`src/rtl/cascade_fs_pkg.sv`:
```
package cascade_fs_pkg;
  typedef enum logic {SLOT_PRI = 1'b0, SLOT_SEC = 1'b1} slot_kind_t;
endpackage

```
`src/rtl/cfs_master_timer.sv`:
```
module cfs_master_timer
  import cascade_fs_pkg::*;
#(
  parameter int FRAME_LEN = 512,
  parameter int SLOT_LEN  = 32,
  parameter int ADDR_W    = 3
) (
  input  logic              clk,
  input  logic              rst,
  input  logic              sec_req,
  input  logic [ADDR_W-1:0] casc_addr,
  output logic              fs_pulse,
  output slot_kind_t        kind
);
  localparam int FW = $clog2(FRAME_LEN);

  logic [FW-1:0] fcnt;
  logic [FW-1:0] sec_off;
  logic          sec_armed;
  logic          at_start;

  assign at_start = (fcnt == '0);
  assign sec_off  = FW'((int'(casc_addr) + 1) * SLOT_LEN);
  assign fs_pulse = at_start || (sec_armed && (fcnt == sec_off));
  assign kind     = at_start ? SLOT_PRI : SLOT_SEC;

  always_ff @(posedge clk) begin
    if (rst) begin
      fcnt      <= FW'(FRAME_LEN - 1);
      sec_armed <= 1'b0;
    end else begin
      fcnt <= (fcnt == FW'(FRAME_LEN - 1)) ? '0 : fcnt + 1'b1;
      if (at_start) sec_armed <= sec_req;
    end
  end
endmodule

```
`src/rtl/cfs_word_select.sv`:
```
module cfs_word_select
  import cascade_fs_pkg::*;
#(
  parameter int WORD_W = 16
) (
  input  logic              clk,
  input  logic              rst,
  input  logic              is_master,
  input  logic              start,
  input  slot_kind_t        master_kind,
  input  logic [WORD_W-1:0] data_word,
  input  logic [WORD_W-1:0] ctrl_word,
  output logic [WORD_W-1:0] word
);
  slot_kind_t next_kind;
  slot_kind_t kind;

  assign kind = is_master ? master_kind : next_kind;
  assign word = (kind == SLOT_SEC) ? ctrl_word : data_word;

  always_ff @(posedge clk) begin
    if (rst) next_kind <= SLOT_PRI;
    else if (start && !is_master)
      next_kind <= (next_kind == SLOT_PRI) ? SLOT_SEC : SLOT_PRI;
  end
endmodule

```
`src/rtl/cfs_slot_engine.sv`:
```
module cfs_slot_engine #(
  parameter int SLOT_LEN = 32,
  parameter int WORD_W   = 16
) (
  input  logic              clk,
  input  logic              rst,
  input  logic              start,
  input  logic [WORD_W-1:0] word,
  output logic              can_accept,
  output logic              fsd,
  output logic              dout,
  output logic              dout_en
);
  localparam int CW = $clog2(SLOT_LEN + 1);

  logic [CW-1:0]     scnt;
  logic              busy;
  logic [WORD_W-1:0] sreg;

  assign can_accept = !busy || (scnt == CW'(SLOT_LEN));
  assign fsd        = busy && (scnt == CW'(SLOT_LEN));
  assign dout_en    = busy && (scnt <= CW'(WORD_W));
  assign dout       = dout_en && sreg[WORD_W-1];

  always_ff @(posedge clk) begin
    if (rst) begin
      busy <= 1'b0;
      scnt <= '0;
      sreg <= '0;
    end else if (start) begin
      busy <= 1'b1;
      scnt <= CW'(1);
      sreg <= word;
    end else if (busy) begin
      if (scnt == CW'(SLOT_LEN)) begin
        busy <= 1'b0;
        scnt <= '0;
      end else begin
        scnt <= scnt + 1'b1;
      end
      if (scnt < CW'(WORD_W)) sreg <= {sreg[WORD_W-2:0], 1'b0};
    end
  end
endmodule

```
`src/rtl/cascade_fs_slot_ctrl.sv`:
```
module cascade_fs_slot_ctrl
  import cascade_fs_pkg::*;
#(
  parameter int ADDR_W    = 3,
  parameter int WORD_W    = 16,
  parameter int SLOT_LEN  = 32,
  parameter int FRAME_LEN = 512
) (
  input  logic              clk,
  input  logic              rst,
  input  logic              master_sel,
  input  logic              fs_in,
  input  logic              sec_req,
  input  logic [ADDR_W-1:0] casc_addr,
  input  logic [WORD_W-1:0] data_word,
  input  logic [WORD_W-1:0] ctrl_word,
  output logic              fs_out,
  output logic              fsd_out,
  output logic              dout,
  output logic              dout_en
);
  logic              m_pulse;
  slot_kind_t        m_kind;
  logic              can_accept;
  logic              start;
  logic [WORD_W-1:0] word;

  cfs_master_timer #(.FRAME_LEN(FRAME_LEN), .SLOT_LEN(SLOT_LEN), .ADDR_W(ADDR_W)) u_timer (
    .clk(clk), .rst(rst), .sec_req(sec_req), .casc_addr(casc_addr),
    .fs_pulse(m_pulse), .kind(m_kind)
  );

  assign fs_out = master_sel && m_pulse;
  assign start  = master_sel ? m_pulse : (fs_in && can_accept);

  cfs_word_select #(.WORD_W(WORD_W)) u_sel (
    .clk(clk), .rst(rst), .is_master(master_sel), .start(start),
    .master_kind(m_kind), .data_word(data_word), .ctrl_word(ctrl_word), .word(word)
  );

  cfs_slot_engine #(.SLOT_LEN(SLOT_LEN), .WORD_W(WORD_W)) u_engine (
    .clk(clk), .rst(rst), .start(start), .word(word),
    .can_accept(can_accept), .fsd(fsd_out), .dout(dout), .dout_en(dout_en)
  );
endmodule

```
`config.mk`:
```
export PLATFORM = sky130hd
export DESIGN_NAME = cascade_fs_slot_ctrl
export DESIGN_NICKNAME = d
export VERILOG_FILES = /design/src/rtl/cascade_fs_pkg.sv /design/src/rtl/cfs_master_timer.sv /design/src/rtl/cfs_word_select.sv /design/src/rtl/cfs_slot_engine.sv /design/src/rtl/cascade_fs_slot_ctrl.sv
export SDC_FILE = /design/constraint.sdc
export NUM_CORES = 1
export LEC_CHECK = 0
export BUFFER_PORTS_ARGS = -buffer_cell sky130_fd_sc_hd__buf_2
export CORE_ASPECT_RATIO = 1.1
export CORE_MARGIN = 2
export CORE_UTILIZATION = 30
export DETAILED_ROUTE_END_ITERATION = 8
export SYNTH_ARGS = -nofsm -noshare
export SYNTH_HDL_FRONTEND = slang
export SYNTH_HIERARCHICAL = 1
export SYNTH_SLANG_ARGS = --single-unit
```
`constraint.sdc`:
```
create_clock -name clk -period 2.13 [get_ports clk]
set_input_delay 0.1065 -clock clk [delete_from_list [all_inputs] [get_ports clk]]
set_output_delay 0.1065 -clock clk [all_outputs]
set_load 0.02 [all_outputs]
```
==> results of run 1 <==
## how the worst max path moves through the flow
stage	endpoint	slack, ps	depth (start not counted)
6_report	dout	150	7
5_1_grt	u_engine/sreg[9]	9	11
4_1_cts	u_engine/scnt[0]	40	10
3_5_place_dp	u_engine/scnt[0]	-80	10
3_3_place_gp	u_engine/scnt[0]	30	10
2_1_floorplan	u_engine/scnt[0]	20	9
## stage by stage
| step | setup slack [ps] | cells | TNS, ps | utilization [%] |
|---|---|---|---|---|
| 5_1_grt | 8.75 | 322 | 0 | 38.8 |
| 2_1_floorplan | 24.0 | 195 | 0 | - |
| 4_1_cts | 43.9 | 322 | 0 | 38.4 |
| 3_3_place_gp | 30.3 | 315 | 0 | 36.3 |
| 6_report | 154 | 322 | 0 | 38.8 |
| 3_5_place_dp | -79.5 | 315 | -175 | 36.3 |
## cell families after synthesis
kind of cell | Yosys count
DFF | 34
adders and majority gates | 6
and+or+nand+nor | 55
buffers and inverters | 18
muxes | 33
AOI/OAI and AO/OA | 35
xor gates and xnor gates | 14
## sequential cells by signal, indices dropped and copies added, names as in the netlist
| name | flops |
|---|---|
| u_engine/busy | 1 |
| u_engine/scnt | 6 |
| u_timer/fcnt | 9 |
| u_engine/sreg | 16 |
| u_timer/sec_armed | 1 |
| u_sel/next_kind | 1 |
## power by group
part           switching [uW]  internal [uW]  total [uW]
combinational             261            333         594
sequential                126            742         869
clock                     224            374         598
total                     611           1450        2060
## synthesized netlist by cell type (2+ instances only)
cell type and number:
a211oi_1 16, a21o_1 6, a21oi_1 3, buf_6 3, clkbuf_1 6, dfxtp_1 34, ha_1 6, inv_1 8
mux2_2 6, mux2_4 10, mux2i_1 16, nand2_1 7, nand3_1 5, nand4_1 5, nor2_1 23, nor3_1 3
o21ai_0 3, o21bai_1 3, or3b_1 2, xnor2_1 7, xor2_1 7
## layout make-up
cell class                 instances  area [sq um]  share of cell area (%)
tap                               80           100                    4.20
timing repair buffer              50           295                    12.4
clock buffer                       6          82.6                    3.46
multi-input combinational        143          1170                    48.9
clock inverter                     1          30.0                    1.26
inverter                           8          30.0                    1.26
sequential                        34           681                    28.5
## timing repair
action	CTS	global route
hold endpoints to repair	0	0
endpoints found under the setup margin	18	18
resized for setup	3	6
gates cloned	0	0
## worst register-to-register path: stages (launching register included)
cell,delay (ps)
dfxtp_1,340
inv_2,80
ha_1,130
or3b_1,360
o21ai_1,180
nand2_1,110
o21bai_4,170
inv_1,90
buf_12,170
nor2_1,130
a211oi_1,60
## metal layers
metal,global-route usage (%),routed length (um),vias up
met5,0,0,-
met4,4.78,39,0
met3,2.18,137,2
met2,18.6,1850,23
met1,13.6,1640,674
li1,-,-,780
==> flow_metrics.py, run 1 <==
metrics = {
    "detailed_routing": {
        "detail_route.wl_per_cell_um": 11.4,
        "drt_first_pass_iters": 4,
        "drt-total-wl_um": 3660,
        "dr.first_iter.drc_count": 77,
        "vias_per_cell": 4.59,
        "antenna_left": 0,
        "vias": 1479,
        "drc": 0,
    },
    "logic_synthesis": {
        "synth-compound-area-share_pct": 12.9,
        "syn-num-nets": 241,
        "synth-xor-area-share_pct": 6.45,
        "synth_mux_area_share_pct": 21.1,
        "synth.avg_cell_area_sq_um": 9.75,
        "async_flop_share_pct": 0,
        "synth_edf_count": 0,
        "synthesis.area_sq_um": 1900,
        "synth-seq-cells": 34,
        "synthCells": 195,
        "synth-simple-area-share_pct": 15.0,
        "yosysUniqueCellTypes": 37,
        "yosys.area_share.adder_pct": 3.95,
        "synthFlopType": "dfxtp_1",
        "ys_seq_area_share_pct": 35.8,
        "synth_top_family_by_area": "multiplexers",
        "yosys_warnings": 6,
        "synthTopCellsByArea": "dfxtp_1, mux2i_1, mux2_4",
        "synth_top_area_share_pct": 35.8,
        "synth_area_leader_cell": "dfxtp_1",
    },
    "clock_tree": {
        "cts_root_buf": "clkbuf_8",
        "cts_sinks": 34,
        "clockBufferDepth": 2,
        "h-tree-depth": 2,
        "clock_latency_ps": 280,
        "cts_tree": "yes",
        "numCtsBuffers": 5,
        "cts_hold_buffers": 0,
        "cts_setup_buffers": 0,
        "clkTransAtPathRegs_ps": 70,
    },
    "die": {
        "rows": 30,
        "io_pins": 44,
        "die_y_um": 87.5,
        "core-area_sq_um": 6160,
        "dieArea_sq_um": 6990,
        "start_util_pct": 30.9,
        "die_w_um": 79.9,
    },
    "power": {
        "p_leak_uw": 0.00109,
        "fin_total_pwr_uw": 2060,
        "peakVddDrop_v": 0.000278,
        "power_density_nw_per_um2": 864,
    },
    "sta": {
        "hold_viol_final": 0,
        "setup_viol": 0,
        "grt_setup_unrepaired": "false",
        "maxSlewViolCount": 0,
        "clock_skew_ps": 6.67,
        "hold_slack_ps": 75.0,
        "slew_headroom_pct": 43.6,
        "fmax_ghz": 0.506,
        "tightest_slew_ps": 846,
        "finalCritPeriodShare_pct": 92.8,
        "period_needed_ps": 1980,
    },
    "finish": {
        "final_cell_mix": "buf_2, dfxtp_1, nor2_1",
        "finalNetCount": 288,
        "fin_area_sq_um": 2390,
        "drive_gt1_share_pct": 34.3,
        "synthToLayoutAreaGrowth_pct": 25.5,
        "antenna_cells": 0,
        "num-fill-cells": 611,
        "final_common_cell": "buf_2",
    },
    "critical_path": {
        "cp_common_cell": "buf_4",
        "cp.arrival_ps": 1870,
        "r2r-start": "u_engine/scnt[0]",
        "required_ps": 2020,
        "cp_cell_sequence": "inv_2 > ha_1 > or3b_1 > buf_4 > a211oi_4 > and2_1 > buf_4",
        "max_stage_delay_ps": 360,
        "cp_top_family": "simple AND/OR/NAND/NOR gates",
        "startpoint": "u_engine/scnt[0]",
        "reg2reg_to": "u_engine/sreg[9]",
        "end_kind": "output pin",
        "r2r_cells": 10,
        "cpMaxStageDelayCell": "or3b_1",
        "path_max_fanout": 3,
        "crit_buf_inv": 3,
        "worstSetupStartpointType": "flip-flop",
        "ff2ff_setup_slack_ps": 170,
        "critical_path_class": "flip-flop to output pin",
    },
    "worst_hold_path": {
        "min_from": "sec_req",
        "hold_depth": 3,
        "min_to": "u_timer/sec_armed",
        "hp-class": "primary input to flip-flop",
    },
    "place": {
        "gp_congestion": 0.798,
        "portBuffers": 43,
        "hpwl_um": 2660,
        "post_dp_cell_area_sq_um": 2230,
    },
    "grt": {
        "track_usage_pct": 11.0,
        "overflow": 0,
        "grt_max_degree": 34,
        "grt_pass1_vias": 1394,
        "antenna_found_initial": 0,
        "grt_pass1_wl_um": 6180,
    },
    "job": {
        "cap_viol_max_count": 0,
    },
    "status": {
        "status": "finished, final reports clean",
    },
}
Power figures use the tool's default switching activity.
==> run 2, diff against run 1 <==
--- a/config.mk
+++ b/config.mk
@@ -10,6 +10,8 @@
 export CORE_MARGIN = 2
 export CORE_UTILIZATION = 30
 export DETAILED_ROUTE_END_ITERATION = 8
+export PLACE_DENSITY_LB_ADDON = 0.2
+export RECOVER_POWER = 100
 export SYNTH_ARGS = -nofsm -noshare
 export SYNTH_HDL_FRONTEND = slang
 export SYNTH_HIERARCHICAL = 1
==> run 2 against run 1 <==
  * Power down 5.7%
  * Sequential power barely moved
  * Cell count grew 0.62%
  * Clock power is 20% lower
  * Die area did not move
  * Critical path depth grew 3
  * Register-to-register slack about the same
  * Highest routed layer unchanged
==> flow_metrics.py, run 2 (same netlist as run 1, synthesis figures left out) <==
metrics = {
    "status": {
        "status": "finished, final reports clean",
    },
    "sta": {
        "clock_skew_ps": 3.55,
        "slew_headroom_pct": 63.7,
        "hold_viol_final": 0,
        "fin_ws_ps": 179,
        "setup_viol": 0,
        "fmax_ghz": 0.513,
        "finalCritPeriodShare_pct": 91.6,
        "tightest_slew_ps": 545,
        "period_needed_ps": 1950,
        "maxSlewViolCount": 0,
    },
    "clock_tree": {
        "cts_tree": "yes",
        "h-tree-depth": 2,
        "clkTransAtPathRegs_ps": 70,
        "cts_hold_buffers": 0,
        "clock_latency_ps": 270,
        "cts_sinks": 34,
        "cts_setup_buffers": 0,
        "clockBufferDepth": 2,
        "ctsResizeCount": 0,
        "numCtsBuffers": 5,
        "cts_root_buf": "clkbuf_8",
    },
    "critical_path": {
        "critical_path_class": "flip-flop to flip-flop",
        "path_max_fanout": 4,
        "end_kind": "flip-flop",
        "worstSetupStartpointType": "flip-flop",
        "required_ps": 2280,
        "cp.arrival_ps": 2100,
    },
    "grt": {
        "track_usage_pct": 10.9,
        "grt_pass1_vias": 1369,
        "overflow": 0,
        "grt_pass1_wl_um": 6010,
        "antenna_found_initial": 0,
        "grt_max_degree": 32,
    },
    "finish": {
        "final_common_cell": "buf_2",
        "synthToLayoutAreaGrowth_pct": 23.9,
        "final_cell_mix": "buf_2, dfxtp_1, nor2_1",
        "seq_area_sq_um": 682,
        "multi_input_area_sq_um": 1150,
        "regMostFlops": "u_engine/sreg",
        "drive_gt1_share_pct": 35.2,
        "reg_top3": "u_engine/sreg x16, u_timer/fcnt x9, u_engine/scnt x6",
        "antenna_cells": 0,
        "largest_register_ff_count": 16,
        "num-fill-cells": 667,
        "finalNetCount": 289,
    },
    "power": {
        "power_density_nw_per_um2": 825,
        "peakVddDrop_v": 0.000501,
        "p_leak_uw": 0.00109,
        "fin_total_pwr_uw": 1940,
    },
    "worst_hold_path": {
        "hp-class": "primary input to flip-flop",
    },
    "detailed_routing": {
        "antenna_left": 0,
        "dr.first_iter.drc_count": 35,
        "drt-total-wl_um": 3620,
        "vias_per_cell": 4.60,
        "detail_route.wl_per_cell_um": 11.2,
        "drc": 0,
        "vias": 1489,
        "drt_first_pass_iters": 4,
    },
    "die": {
        "start_util_pct": 30.9,
        "rows": 30,
        "die_y_um": 87.5,
        "core-area_sq_um": 6160,
        "dieArea_sq_um": 6990,
        "io_pins": 44,
        "die_w_um": 79.9,
    },
    "place": {
        "place_ws_ps": 98.4,
        "portBuffers": 43,
        "hpwl_um": 2650,
        "gp_congestion": 0.743,
    },
    "job": {
        "cap_viol_max_count": 0,
    },
}
## run 2: power breakdown
| part | leakage [uW] | switching [uW] | internal [uW] |
|---|---|---|---|
| Clock | 0.0000482 | 220 | 261 |
| Combinational | 0.000757 | 257 | 336 |
| Sequential | 0.000279 | 125 | 745 |
| Total | 0.00109 | 602 | 1340 |
## run 2: path summary, 6_finish.rpt
kind,startpoint,to,slack [ps],cells past startpoint
setup / recovery,u_engine/scnt[0],u_sel/next_kind,180,10
hold / removal,sec_req,u_timer/sec_armed,80,3
setup reg to reg,u_engine/scnt[0],u_sel/next_kind,180,10
hold reg to reg,u_engine/sreg[0],u_engine/sreg[0],480,2
## run 2: layer usage
layer  vias up  global-route usage [%]  routed length, um
met3         2                    2.80                123
met1       682                    14.3               1710
met2        17                    17.3               1760
met5         -                       0                  0
li1        788                       -                  -
met4         0                    3.70                 24
## run 2: cell type report
class	instances	area share (%)
multi-input combinational	143	49.0
sequential	34	29.0
inverter	8	1.28
timing repair buffer	51	12.6
clock buffer	7	3.67
tap	80	4.25
clock inverter	1	0.213
## run 2: per-stage QoR
stage / util (%) / area (sq um) / setup TNS, ps / instances / hold WS (ps)
floorplan: - / 1900 / 0 / 195 / 179
global placement: 36.4 / 2240 / 0 / 316 / 352
detailed placement: 36.4 / 2240 / 0 / 316 / 370
CTS: 37.9 / 2330 / 0 / 324 / 70.8
global route: 38.3 / 2350 / -1.63 / 324 / 101
finish: 38.3 / 2350 / 0 / 324 / 78.9
## run 2: worst max-delay path: stages (launching register included)
cell and delay (ps):
dfxtp_1 330, inv_1 100, ha_1 140, or3b_4 400
o21ai_2 170, nand2_1 80, o21bai_2 170, buf_4 150
and2b_1 130, xnor2_1 120, nor2_1 50
==> run 3, diff against run 2 <==
--- a/config.mk
+++ b/config.mk
@@ -14,5 +14,4 @@
 export RECOVER_POWER = 100
 export SYNTH_ARGS = -nofsm -noshare
 export SYNTH_HDL_FRONTEND = slang
-export SYNTH_HIERARCHICAL = 1
 export SYNTH_SLANG_ARGS = --single-unit
==> run 3 against run 2 <==
  * Non-clock buffer count increased by 2
  * Clock-buffer cell count decreased by 1
  * Clock skew increased by 2.1 ps
  * Die area increased by 4.9%
  * Synthesized cell count increased by 2.1%
  * Worst hold slack improved by 19 ps
  * First-iteration DRC count increased by 63%
==> flow_metrics.py, run 3 <==
metrics = {
    "status": {
        "status": "finished, final reports clean",
    },
    "logic_synthesis": {
        "ys_top_cells_by_count": "dfxtp_1, a21oi_1, mux2i_1",
        "synthesis.area_sq_um": 2000,
        "yosys_warnings": 0,
        "yosysMostFrequentCell": "dfxtp_1",
        "yosysUniqueCellTypes": 41,
        "synth-compound-area-share_pct": 20.3,
        "synth-seq-cells": 34,
        "synth-simple-area-share_pct": 14.7,
        "synth.avg_cell_area_sq_um": 10.0,
        "synthFlopType": "dfxtp_1",
        "synth-xor-area-share_pct": 6.13,
        "synth_top_area_share_pct": 34.0,
        "synthTopCellsByArea": "dfxtp_1, a211oi_2, mux2i_1",
        "yosys.area_share.adder_pct": 3.75,
        "synth_edf_count": 0,
        "synth_mux_area_share_pct": 16.5,
        "synthCells": 199,
        "syn-num-nets": 245,
        "synth_top_family_by_area": "compound AO/OA/AOI/OAI gates",
        "ys_seq_area_share_pct": 34.0,
        "synth_area_leader_cell": "dfxtp_1",
        "async_flop_share_pct": 0,
    },
    "job": {
        "cap_viol_max_count": 0,
    },
    "sta": {
        "fmax_ghz": 0.519,
        "slew_headroom_pct": 72.4,
        "grt_setup_unrepaired": "false",
        "fin_ws_ps": 203,
        "setup_viol": 0,
        "maxSlewViolCount": 0,
        "period_needed_ps": 1930,
        "hold_viol_final": 0,
        "clock_skew_ps": 5.64,
        "finalCritPeriodShare_pct": 90.5,
        "hold_slack_ps": 98.2,
        "fin_setup_tns_ps": 0,
        "tightest_slew_ps": 414,
    },
    "clock_tree": {
        "cts_sinks": 34,
        "clkTransAtPathRegs_ps": 70,
        "numCtsBuffers": 5,
        "cts_hold_buffers": 0,
        "cts_root_buf": "clkbuf_8",
        "clockBufferDepth": 2,
        "h-tree-depth": 2,
        "cts_tree": "yes",
        "clock_latency_ps": 280,
    },
    "grt": {
        "grt_max_degree": 24,
        "grt_pass1_wl_um": 6930,
        "track_usage_pct": 12.3,
        "grt_pass1_vias": 1529,
        "antenna_found_initial": 0,
        "overflow": 0,
    },
    "place": {
        "portBuffers": 43,
        "dp_cells": 323,
        "gp_congestion": 0.746,
        "hpwl_um": 3110,
        "place_ws_ps": 113,
    },
    "critical_path": {
        "worstSetupStartpointType": "flip-flop",
        "path_max_fanout": 11,
        "r2r-start": "u_timer.fcnt[0]",
        "ff2ff_setup_slack_ps": 200,
        "setup.worst_path.end": "u_engine.scnt[2]",
        "cp.arrival_ps": 2110,
        "startpoint": "u_timer.fcnt[0]",
        "end_kind": "flip-flop",
        "r2r_cells": 7,
        "required_ps": 2310,
        "critical_path_class": "flip-flop to flip-flop",
        "reg2reg_to": "u_engine.scnt[2]",
    },
    "detailed_routing": {
        "antenna_left": 0,
        "drt_first_pass_iters": 4,
        "drt-total-wl_um": 4350,
        "vias": 1597,
        "vias_per_cell": 4.84,
        "dr.first_iter.drc_count": 57,
        "detail_route.wl_per_cell_um": 13.2,
        "drc": 0,
    },
    "finish": {
        "synthToLayoutAreaGrowth_pct": 20.7,
        "final_common_cell": "buf_2",
        "largest_register_ff_count": 16,
        "num-fill-cells": 698,
        "antenna_cells": 0,
        "drive_gt1_share_pct": 37.1,
        "finalNetCount": 295,
        "fin_cells": 330,
        "seq_area_sq_um": 681,
        "reg_top3": "u_engine.sreg x16, u_timer.fcnt x9, u_engine.scnt x6",
        "regMostFlops": "u_engine.sreg",
        "final_cell_mix": "buf_2, dfxtp_1, a21oi_1",
        "multi_input_area_sq_um": 1240,
    },
    "die": {
        "start_util_pct": 30.7,
        "die_w_um": 81.8,
        "rows": 31,
        "io_pins": 44,
        "die_y_um": 89.6,
        "core-area_sq_um": 6520,
        "dieArea_sq_um": 7330,
    },
    "power": {
        "power_density_nw_per_um2": 788,
        "switchingPower_uw": 602,
        "p_clk_share_pct": 25.0,
        "power.combinational.fraction_pct": 28.7,
        "internal-power_uw": 1300,
        "power_frac_seq_pct": 46.3,
        "peakVddDrop_v": 0.000556,
        "p_leak_uw": 0.000973,
        "switching_share_pct": 31.7,
    },
    "worst_hold_path": {
        "hp-class": "primary input to flip-flop",
        "min_from": "sec_req",
    },
}
run 3: worst min-delay path by stage:
| stage | to | cells after the start |
|---|---|---|
| finish | u_timer.sec_armed | 3 |
| global route | u_timer.sec_armed | 3 |
| CTS | u_timer.sec_armed | 3 |
| detailed placement | u_timer.sec_armed | 3 |
| global placement | u_timer.sec_armed | 3 |
| floorplan | u_timer.sec_armed | 2 |
run 3: layer usage:
layer  global-route usage (%)  share of wire (%)
met1                     15.0                 46
met2                     20.5                 47
met3                     3.70                6.4
met4                     4.55               0.87
met5                        0                  0
run 3: metrics by stage:
| step | util (%) | cell area, sq um | total power [uW] |
|---|---|---|---|
| global route | 37.0 | 2410 | 2030 |
| detailed placement | 35.6 | 2320 | 1440 |
| global placement | 35.6 | 2320 | 1450 |
| floorplan | - | 2000 | 1300 |
| CTS | 36.9 | 2400 | 1930 |
| finish | 37.0 | 2410 | 1900 |
run 3: cells by family after synthesis:
group / after synthesis
adder cells (fa/ha/maj): 6
AO/OA/AOI/OAI: 50
multiplexers: 31
XOR/XNOR: 14
buffers and inverters: 16
AND/OR/NAND/NOR: 48
flip-flops: 34
run 3: critical path: stages (launching register included):
cell     delay [ps]
dfxtp_1         340
inv_1            70
ha_1            130
nor4b_4         320
nand2_1         120
a311o_1         360
and2_2          310
and3_1          180
run 3: timing repair:
item / 4_1_cts / 5_1_grt
buffers inserted: 0 / 0
gates resized for setup: 0 / 3
setup endpoints to repair: 0 / 23
run 3: power by group through the flow:
stage               logic, uW  registers (uW)  clock network [uW]
floorplan                 449             855                   0
finish                    545             880                 474
global placement          553             893                   0
CTS                       555             880                 497
global route              617             893                 524
detailed placement        550             892                   0
run 3: final cells by class:
| type | instances | area share, % |
|---|---|---|
| Clock buffer | 6 | 3.42 |
| Inverter | 5 | 0.778 |
| Multi-Input combinational cell | 150 | 51.5 |
| Sequential cell | 34 | 28.2 |
| Tap cell | 82 | 4.25 |
| Timing Repair Buffer | 53 | 11.9 |
